`src/rtl/ring_idle_seq_pkg.sv`:
```
package ring_idle_seq_pkg;

    typedef enum logic [2:0] {
        ST_IDLE     = 3'd0,
        ST_RING     = 3'd1,
        ST_BBM_HOLD = 3'd2,
        ST_OVR_PULL = 3'd3,
        ST_OVR_HOLD = 3'd4
    } seq_state_e;

    typedef enum logic [1:0] {
        MD_MBB  = 2'b00,
        MD_LBBM = 2'b01,
        MD_OBBM = 2'b10,
        MD_ALT  = 2'b11
    } seq_mode_e;

    // select code {ring bit, access bit}
    localparam logic [1:0] SEL_IDLE = 2'b00;
    localparam logic [1:0] SEL_RING = 2'b10;
    localparam logic [1:0] SEL_OFF  = 2'b11;

    typedef struct packed {
        seq_state_e st;
        logic [1:0] sel;
        logic       pull;
        logic       latch;
        logic       done;
    } seq_regs_t;

endpackage

```
`src/rtl/seq_hold_timer.sv`:
```
module seq_hold_timer #(
    parameter int HOLD_TICKS = 25
) (
    input  logic clk,
    input  logic rst_n,
    input  logic clr_i,
    input  logic inc_i,
    output logic expire_o
);
    localparam int CW = (HOLD_TICKS > 2) ? $clog2(HOLD_TICKS) : 1;
    localparam logic [CW-1:0] LAST = CW'(HOLD_TICKS - 1);

    logic [CW-1:0] cnt_d, cnt_q;

    always_comb begin
        cnt_d = cnt_q;
        if (clr_i)      cnt_d = '0;
        else if (inc_i) cnt_d = cnt_q + 1'b1;
    end

    always_ff @(posedge clk or negedge rst_n) begin
        if (!rst_n) cnt_q <= '0;
        else        cnt_q <= cnt_d;
    end

    assign expire_o = (cnt_q == LAST);
endmodule

```
`src/rtl/seq_core.sv`:
```
module seq_core
    import ring_idle_seq_pkg::*;
(
    input  logic       clk,
    input  logic       rst_n,
    input  logic       ring_set_i,
    input  logic       start_i,
    input  logic [1:0] mode_i,
    input  logic       tick_i,
    input  logic       expire_i,
    output logic       clr_o,
    output logic       inc_o,
    output seq_regs_t  regs_o
);
    seq_regs_t r_d, r_q;
    seq_state_e nst;
    logic       fin;

    always_comb begin
        nst   = r_q.st;
        fin   = 1'b0;
        clr_o = 1'b0;
        inc_o = 1'b0;
        unique case (r_q.st)
            ST_IDLE: if (ring_set_i) nst = ST_RING;
            ST_RING: if (start_i) begin
                case (seq_mode_e'(mode_i))
                    MD_MBB: begin
                        nst = ST_IDLE;
                        fin = 1'b1;
                    end
                    MD_OBBM: begin
                        nst   = ST_OVR_PULL;
                        clr_o = 1'b1;
                    end
                    default: begin
                        nst   = ST_BBM_HOLD;
                        clr_o = 1'b1;
                    end
                endcase
            end
            ST_OVR_PULL: begin
                nst   = ST_OVR_HOLD;
                inc_o = tick_i;
            end
            ST_BBM_HOLD, ST_OVR_HOLD: if (tick_i) begin
                if (expire_i) begin
                    nst = ST_IDLE;
                    fin = 1'b1;
                end else begin
                    inc_o = 1'b1;
                end
            end
            default: nst = ST_IDLE;
        endcase

        r_d.st    = nst;
        r_d.done  = fin;
        r_d.pull  = (nst == ST_OVR_PULL) || (nst == ST_OVR_HOLD);
        r_d.latch = (nst == ST_IDLE) && !fin;
        unique case (nst)
            ST_RING, ST_OVR_PULL: r_d.sel = SEL_RING;
            ST_BBM_HOLD:          r_d.sel = SEL_OFF;
            default:              r_d.sel = SEL_IDLE;
        endcase
    end

    always_ff @(posedge clk or negedge rst_n) begin
        if (!rst_n) begin
            r_q.st    <= ST_IDLE;
            r_q.sel   <= SEL_IDLE;
            r_q.pull  <= 1'b0;
            r_q.latch <= 1'b1;
            r_q.done  <= 1'b0;
        end else begin
            r_q <= r_d;
        end
    end

    assign regs_o = r_q;
endmodule

```
`src/rtl/ring_idle_seq.sv`:
```
module ring_idle_seq
    import ring_idle_seq_pkg::*;
#(
    parameter int HOLD_TICKS = 25
) (
    input  logic       clk,
    input  logic       rst_n,
    input  logic       ring_set_i,
    input  logic       start_i,
    input  logic [1:0] mode_i,
    input  logic       tick_i,
    output logic       sw_ring_o,
    output logic       sw_acc_o,
    output logic       latch_o,
    output logic       ovr_pull_o,
    output logic       busy_o,
    output logic       done_o
);
    logic      clr, inc, expire;
    seq_regs_t regs;

    seq_hold_timer #(.HOLD_TICKS(HOLD_TICKS)) u_timer (
        .clk      (clk),
        .rst_n    (rst_n),
        .clr_i    (clr),
        .inc_i    (inc),
        .expire_o (expire)
    );

    seq_core u_core (
        .clk        (clk),
        .rst_n      (rst_n),
        .ring_set_i (ring_set_i),
        .start_i    (start_i),
        .mode_i     (mode_i),
        .tick_i     (tick_i),
        .expire_i   (expire),
        .clr_o      (clr),
        .inc_o      (inc),
        .regs_o     (regs)
    );

    assign sw_ring_o  = regs.sel[1];
    assign sw_acc_o   = regs.sel[0];
    assign latch_o    = regs.latch;
    assign ovr_pull_o = regs.pull;
    assign done_o     = regs.done;
    assign busy_o     = (regs.st == ST_BBM_HOLD) || (regs.st == ST_OVR_PULL)
                     || (regs.st == ST_OVR_HOLD);
endmodule

```
`config.mk`:
```
export PLATFORM = sky130hd
export DESIGN_NAME = ring_idle_seq
export DESIGN_NICKNAME = d
export VERILOG_FILES = /design/src/rtl/ring_idle_seq_pkg.sv /design/src/rtl/seq_hold_timer.sv /design/src/rtl/seq_core.sv /design/src/rtl/ring_idle_seq.sv
export SDC_FILE = /design/constraint.sdc
export NUM_CORES = 1
export LEC_CHECK = 0
export BUFFER_PORTS_ARGS = -buffer_cell sky130_fd_sc_hd__buf_4
export CELL_PAD_IN_SITES_DETAIL_PLACEMENT = 0
export CELL_PAD_IN_SITES_GLOBAL_PLACEMENT = 1
export CORE_ASPECT_RATIO = 1.25
export CORE_MARGIN = 2
export CORE_UTILIZATION = 35
export DETAILED_ROUTE_END_ITERATION = 12
export GPL_TIMING_DRIVEN = 0
export PLACE_DENSITY_LB_ADDON = 0.08
export SLEW_MARGIN = 10
export SYNTH_ARGS = -nofsm -noshare
export SYNTH_HDL_FRONTEND = slang
export SYNTH_SLANG_ARGS = --single-unit
```
`constraint.sdc`:
```
create_clock -name clk -period 1.75 [get_ports clk]
set_clock_uncertainty 0.15 [all_clocks]
set_input_delay 0.175 -clock clk [delete_from_list [all_inputs] [get_ports clk]]
set_output_delay 0.175 -clock clk [all_outputs]
set_load 0.01 [all_outputs]
```
After elaboration in Yosys (flattened, before gate mapping):

Index checks and enable logic that the tools add are counted.

* register bits: 13
* output and inout port bits: 6
* logic and storage cells: 48

* add/sub/neg operators: 1
* equal/unequal tests: 10
* muxes and demuxes: 20
* reduce and logical (&&, ||, !) cells: 11

Operators with widths (number)
* $eq 3x2->1 const B: 4
* $mux 3: 4
* $pmux 3 s4: 1
* $mux 5: 2
* $mux 1: 9
* $pmux 2 s2: 2
* $eq 3x1->1 const B: 2
* $eq 3x3->1 const B: 2
* $logic_not 3->1: 2
* $add 5x1->5 const B: 1
* $eq 5x5->1 const B: 1
* $pmux 1 s2: 2
* $reduce_or 2->1: 2
* $logic_or 1x1->1: 3
* $eq 2x2->1 const B: 1
* $logic_not 2->1: 1
* $reduce_bool 2->1: 1
* $logic_and 1x1->1: 1
* $logic_not 1->1: 1

Logic depth before layout (Yosys ltp):

* word-level depth: 7
* depth in mapped cells: 7
* gate-level depth less buffers: 7

Cells and area by module:

A second synthesis with hierarchy kept.

* cell total of the unflattened synthesis: 68
* area, all modules: 748.2 um2

By module, submodules not included
* seq_core: instances 1, cells each 40, area an instance 424.2 um2, sequential area each 201.4 um2
* seq_hold_timer: instances 1, cells each 26, area an instance 307.8 um2, sequential area each 125.1 um2
* ring_idle_seq: instances 1, cells each 2, area an instance 16.3 um2, sequential area each 0.0 um2

Worst setup path before layout:

No wires, ideal clock.

* kind: register to register
* from: register u_timer.cnt_q[0]
* to: register u_timer.cnt_q[4]
* arrival: 1.679 ns
* data required time: 1.523 ns
* path slack: -0.157 ns
* stages on the path, launching flop included: 7
* buffers on the path: 0
* cells stage by stage: dfrtp_1 -> inv_1 -> ha_1 -> and4b_4 -> a221o_2 -> or3_1 -> a21oi_1

* word-level cells in the longest chain between the ends: 5
* elaborated cells on any way between the ends: 8

Ends and longest elaborated chain
* start: declaration: RTL line seq_hold_timer.sv:13 `logic [CW-1:0] cnt_d, cnt_q;`
* start signal: assignment: RTL line seq_hold_timer.sv:23 `else cnt_q <= cnt_d;`
* $eq 5x5->1: RTL line seq_hold_timer.sv:26 `assign expire_o = (cnt_q == LAST);`
* $mux 1: RTL line seq_core.sv:47 `if (expire_i) begin`
* $mux 1: RTL line seq_core.sv:46 `ST_BBM_HOLD, ST_OVR_HOLD: if (tick_i) begin`
* $pmux 1 s2: RTL line seq_core.sv:24 `unique case (r_q.st)`
* $reduce_bool 2->1 (no line)

Several ways; a longest one is shown, not always the timed one. The select of a mux whose other input is x is not followed.
A chain may end at the register's enable or synchronous reset.

Worst setup path in the final report:

Same ends and word-level chain as after synthesis.

==> flow_metrics.tcl <==
set metrics [dict create \
    ys.flop_type "dfrtp_1" \
    finalCritPeriodShare_pct 106.5 \
    port_buffers 12 \
    drt-met1-wl_um 630 \
    path_cells "inv_2 -> ha_4 -> and4b_4 -> a221o_2 -> or3_1 -> a21oi_2" \
    start_kind "register" \
    insertion_delay_ns 0.27 \
    fin_ws_ns -0.1131 \
    cpPeakStageDelay_ns 0.39 \
    synth_seq_cells 13 \
    drtIter0Drc 9 \
    timing.fmax_mhz 536.7 \
    final-max-slew-violation-count 0 \
    dieWidth_um 42.08 \
    crit_family "simple AND/OR/NAND/NOR gates" \
    tightest_slew_ns 0.5769 \
    start_util_pct 36.37 \
    synthCells 63 \
    grt_pass1_wl_um 2539 \
    ant_nets 0 \
    htreeDepth 1 \
    clock_path_buffers 2 \
    numCtsBuffers 3 \
    drive_gt1_share_pct 53.85 \
    first_pass_iters 4 \
    finalHoldViolations 0 \
    p_leak_nw 0.4438 \
    layout.nets 101 \
    n_fill_cell 165 \
    overflow 0 \
    drc 0 \
    synth.cells.most_frequent "dfrtp_1 (12), inv_1 (8), a21oi_1 (6), nor2_1 (6)" \
    drt-total-wl_um 1540 \
    crit_path_max_fanout 5 \
    dp_cells 94 \
    dr_total_vias 576 \
    ios 13 \
    path_clk_slew_ns 0.08 \
    die-height_um 51.60 \
    synth_edf_count 0 \
    maxCapViolations 0 \
    async_reset_ff_share_pct 100.0 \
    ir_drop_mv 0.7998 \
    rows 17 \
    cts_tree "yes" \
    syn_avg_cell_area_um2 10.07 \
    avgViaCountPerCell 5.236 \
    post-synth-top-count-cell "dfrtp_1" \
    setup_viol 7 \
    min_path_type "input pin to register" \
    antenna_found_initial 0 \
    syn_to_final_growth_pct 50.89 \
    die-area_um2 2171 \
    crit_path_end_kind "register" \
    path_class "register to register" \
    arrival_ns 1.92 \
    met3_length_um 28 \
    max_slew_margin_pct 61.25 \
    cp.required_ns 1.81 \
    syn_area_um2 634.4 \
    violations "setup timing" \
    cts_num_sinks 13 \
    worst-path-buf-inv 1 \
    highest_layer "met4" \
    gp_congestion 0.7554 \
    dp_hpwl_um 937.7 \
    fin_util_pct 54.88 \
    seq_area_frac_synth_pct 51.48 \
    holdWs_ns 0.09668 \
    layoutNonFillerInstCount 110 \
    grt_pass1_vias 609 \
    crit_slowest_cell "a221o_2" \
    rsz0062_at_grt "yes" \
    yosysTopAreaCell "dfrtp_1" \
    synth_nets 72 \
    root_buffer "clkbuf_4" \
    routedWlPerCell_um 14.00 \
    diodes 0 \
    synth_area_leaders "dfrtp_1 (47%), a21oi_1 (4.7%), inv_1 (4.7%), dfstp_2 (4.1%), ha_1 (3.9%)" \
    fp.coreArea_um2 1744 \
    yosysTopAreaCellShare_pct 47.34 \
    status "finished with violations" \
    grt_max_degree 14 \
    wl_met2_um 871 \
    min_period_ns 1.863 \
    power_density_nw_per_um2 1542 \
    yosysUniqueCellTypes 24 \
    grt_usage_pct 15.63 \
    synth_warnings 0 \
    post-place-ws_ns -0.1884 \
    setup-tns-final_ns -0.5687 \
]
==> kinds of logic (layout without fill, tap and decap cells) <==
family | after synthesis | in the layout | synth area share (%)
muxes | 2 | 2 | 3.353
AOI/OAI and AO/OA | 15 | 15 | 14.79
and+or+nand+nor | 22 | 22 | 20.32
DFF | 13 | 13 | 51.48
adders and majority gates | 2 | 2 | 3.944
buffers and inverters | 8 | 36 | 4.734
xor gates and xnor gates | 1 | 1 | 1.381
==> metal layers <==
layer  GRT usage (%)  vias to the layer above
met5               0                        -
met4           8.333                        0
met3           3.125                        2
met2           28.91                        6
met1           16.63                      290
li1                -                      278
==> final cells by class <==
| type | instances | area, µm² | area share [%] |
|---|---|---|---|
| Sequential cell | 13 | 329.1 | 34.38 |
| Tap cell | 19 | 23.77 | 2.484 |
| Multi-Input combinational cell | 42 | 361.6 | 37.78 |
| Clock buffer | 4 | 26.28 | 2.745 |
| Timing Repair Buffer | 24 | 186.4 | 19.48 |
| Inverter | 8 | 30.03 | 3.137 |
==> layout by cell type (no fill, tap or decap), types with 3 or more instances in the layout <==
| master | n |
|---|---|
| clkbuf_4 | 3 |
| inv_1 | 5 |
| a21oi_2 | 3 |
| nor2_1 | 6 |
| buf_4 | 22 |
| dfrtp_1 | 10 |
| o21ai_0 | 3 |
| inv_2 | 3 |
| nand3_1 | 3 |
==> per-stage QoR <==
stage	area (µm²)	power, mW
finish	957.2	1.476
detailed placement	750.7	1.025
global placement	750.7	1.024
floorplan	636.9	0.8350
CTS	872.1	1.355
global route	957.2	1.601
==> tightest hold or removal path, delay by kind of cell <==
family | cells | cell delay, ns
simple gates | 2 | 0.12
compound gates | 1 | 0.11
buf+inv | 1 | 0.11
==> flip-flops by register name, summed over array words and instances (netlist names) <==
name	flops
u_core.regs_o	8
u_timer.cnt_q	5
==> report_power, final <==
group	switching (mW)	internal [mW]	leakage, nW
Clock	0.0953	0.0882	0.0150
Combinational	0.347	0.409	0.263
Sequential	0.112	0.424	0.165
Total	0.555	0.921	0.444
==> final timing paths <==
| check | start | endpoint | depth (start not counted) | slack, ns |
|---|---|---|---|---|
| setup / recovery | u_timer.cnt_q[0]$_DFFE_PN0P_ | u_timer.cnt_q[4]$_DFFE_PN0P_ | 6 | -0.11 |
| hold / removal | tick_i | u_core.regs_o[1]$_DFF_PN1_ | 4 | 0.1 |
| setup reg to reg | u_timer.cnt_q[0]$_DFFE_PN0P_ | u_timer.cnt_q[4]$_DFFE_PN0P_ | 6 | -0.11 |
| hold reg to reg | u_timer.cnt_q[3]$_DFFE_PN0P_ | u_timer.cnt_q[3]$_DFFE_PN0P_ | 2 | 0.43 |
| max in group asynchronous | rst_n | u_core.regs_o[1]$_DFF_PN1_ | 2 | 1.09 |
| min in group asynchronous | rst_n | u_timer.cnt_q[4]$_DFFE_PN0P_ | 2 | 0.12 |
==> what timing repair did <==
item | CTS | global route
endpoints found under the setup margin | 8 | 10
hold endpoints to repair | 13 | 0
resized for setup | 7 | 13
buffers inserted | 8 | 3
hold buffers | 1 | 0
pin swaps | 5 | 5
Power figures use the tool's default switching activity.
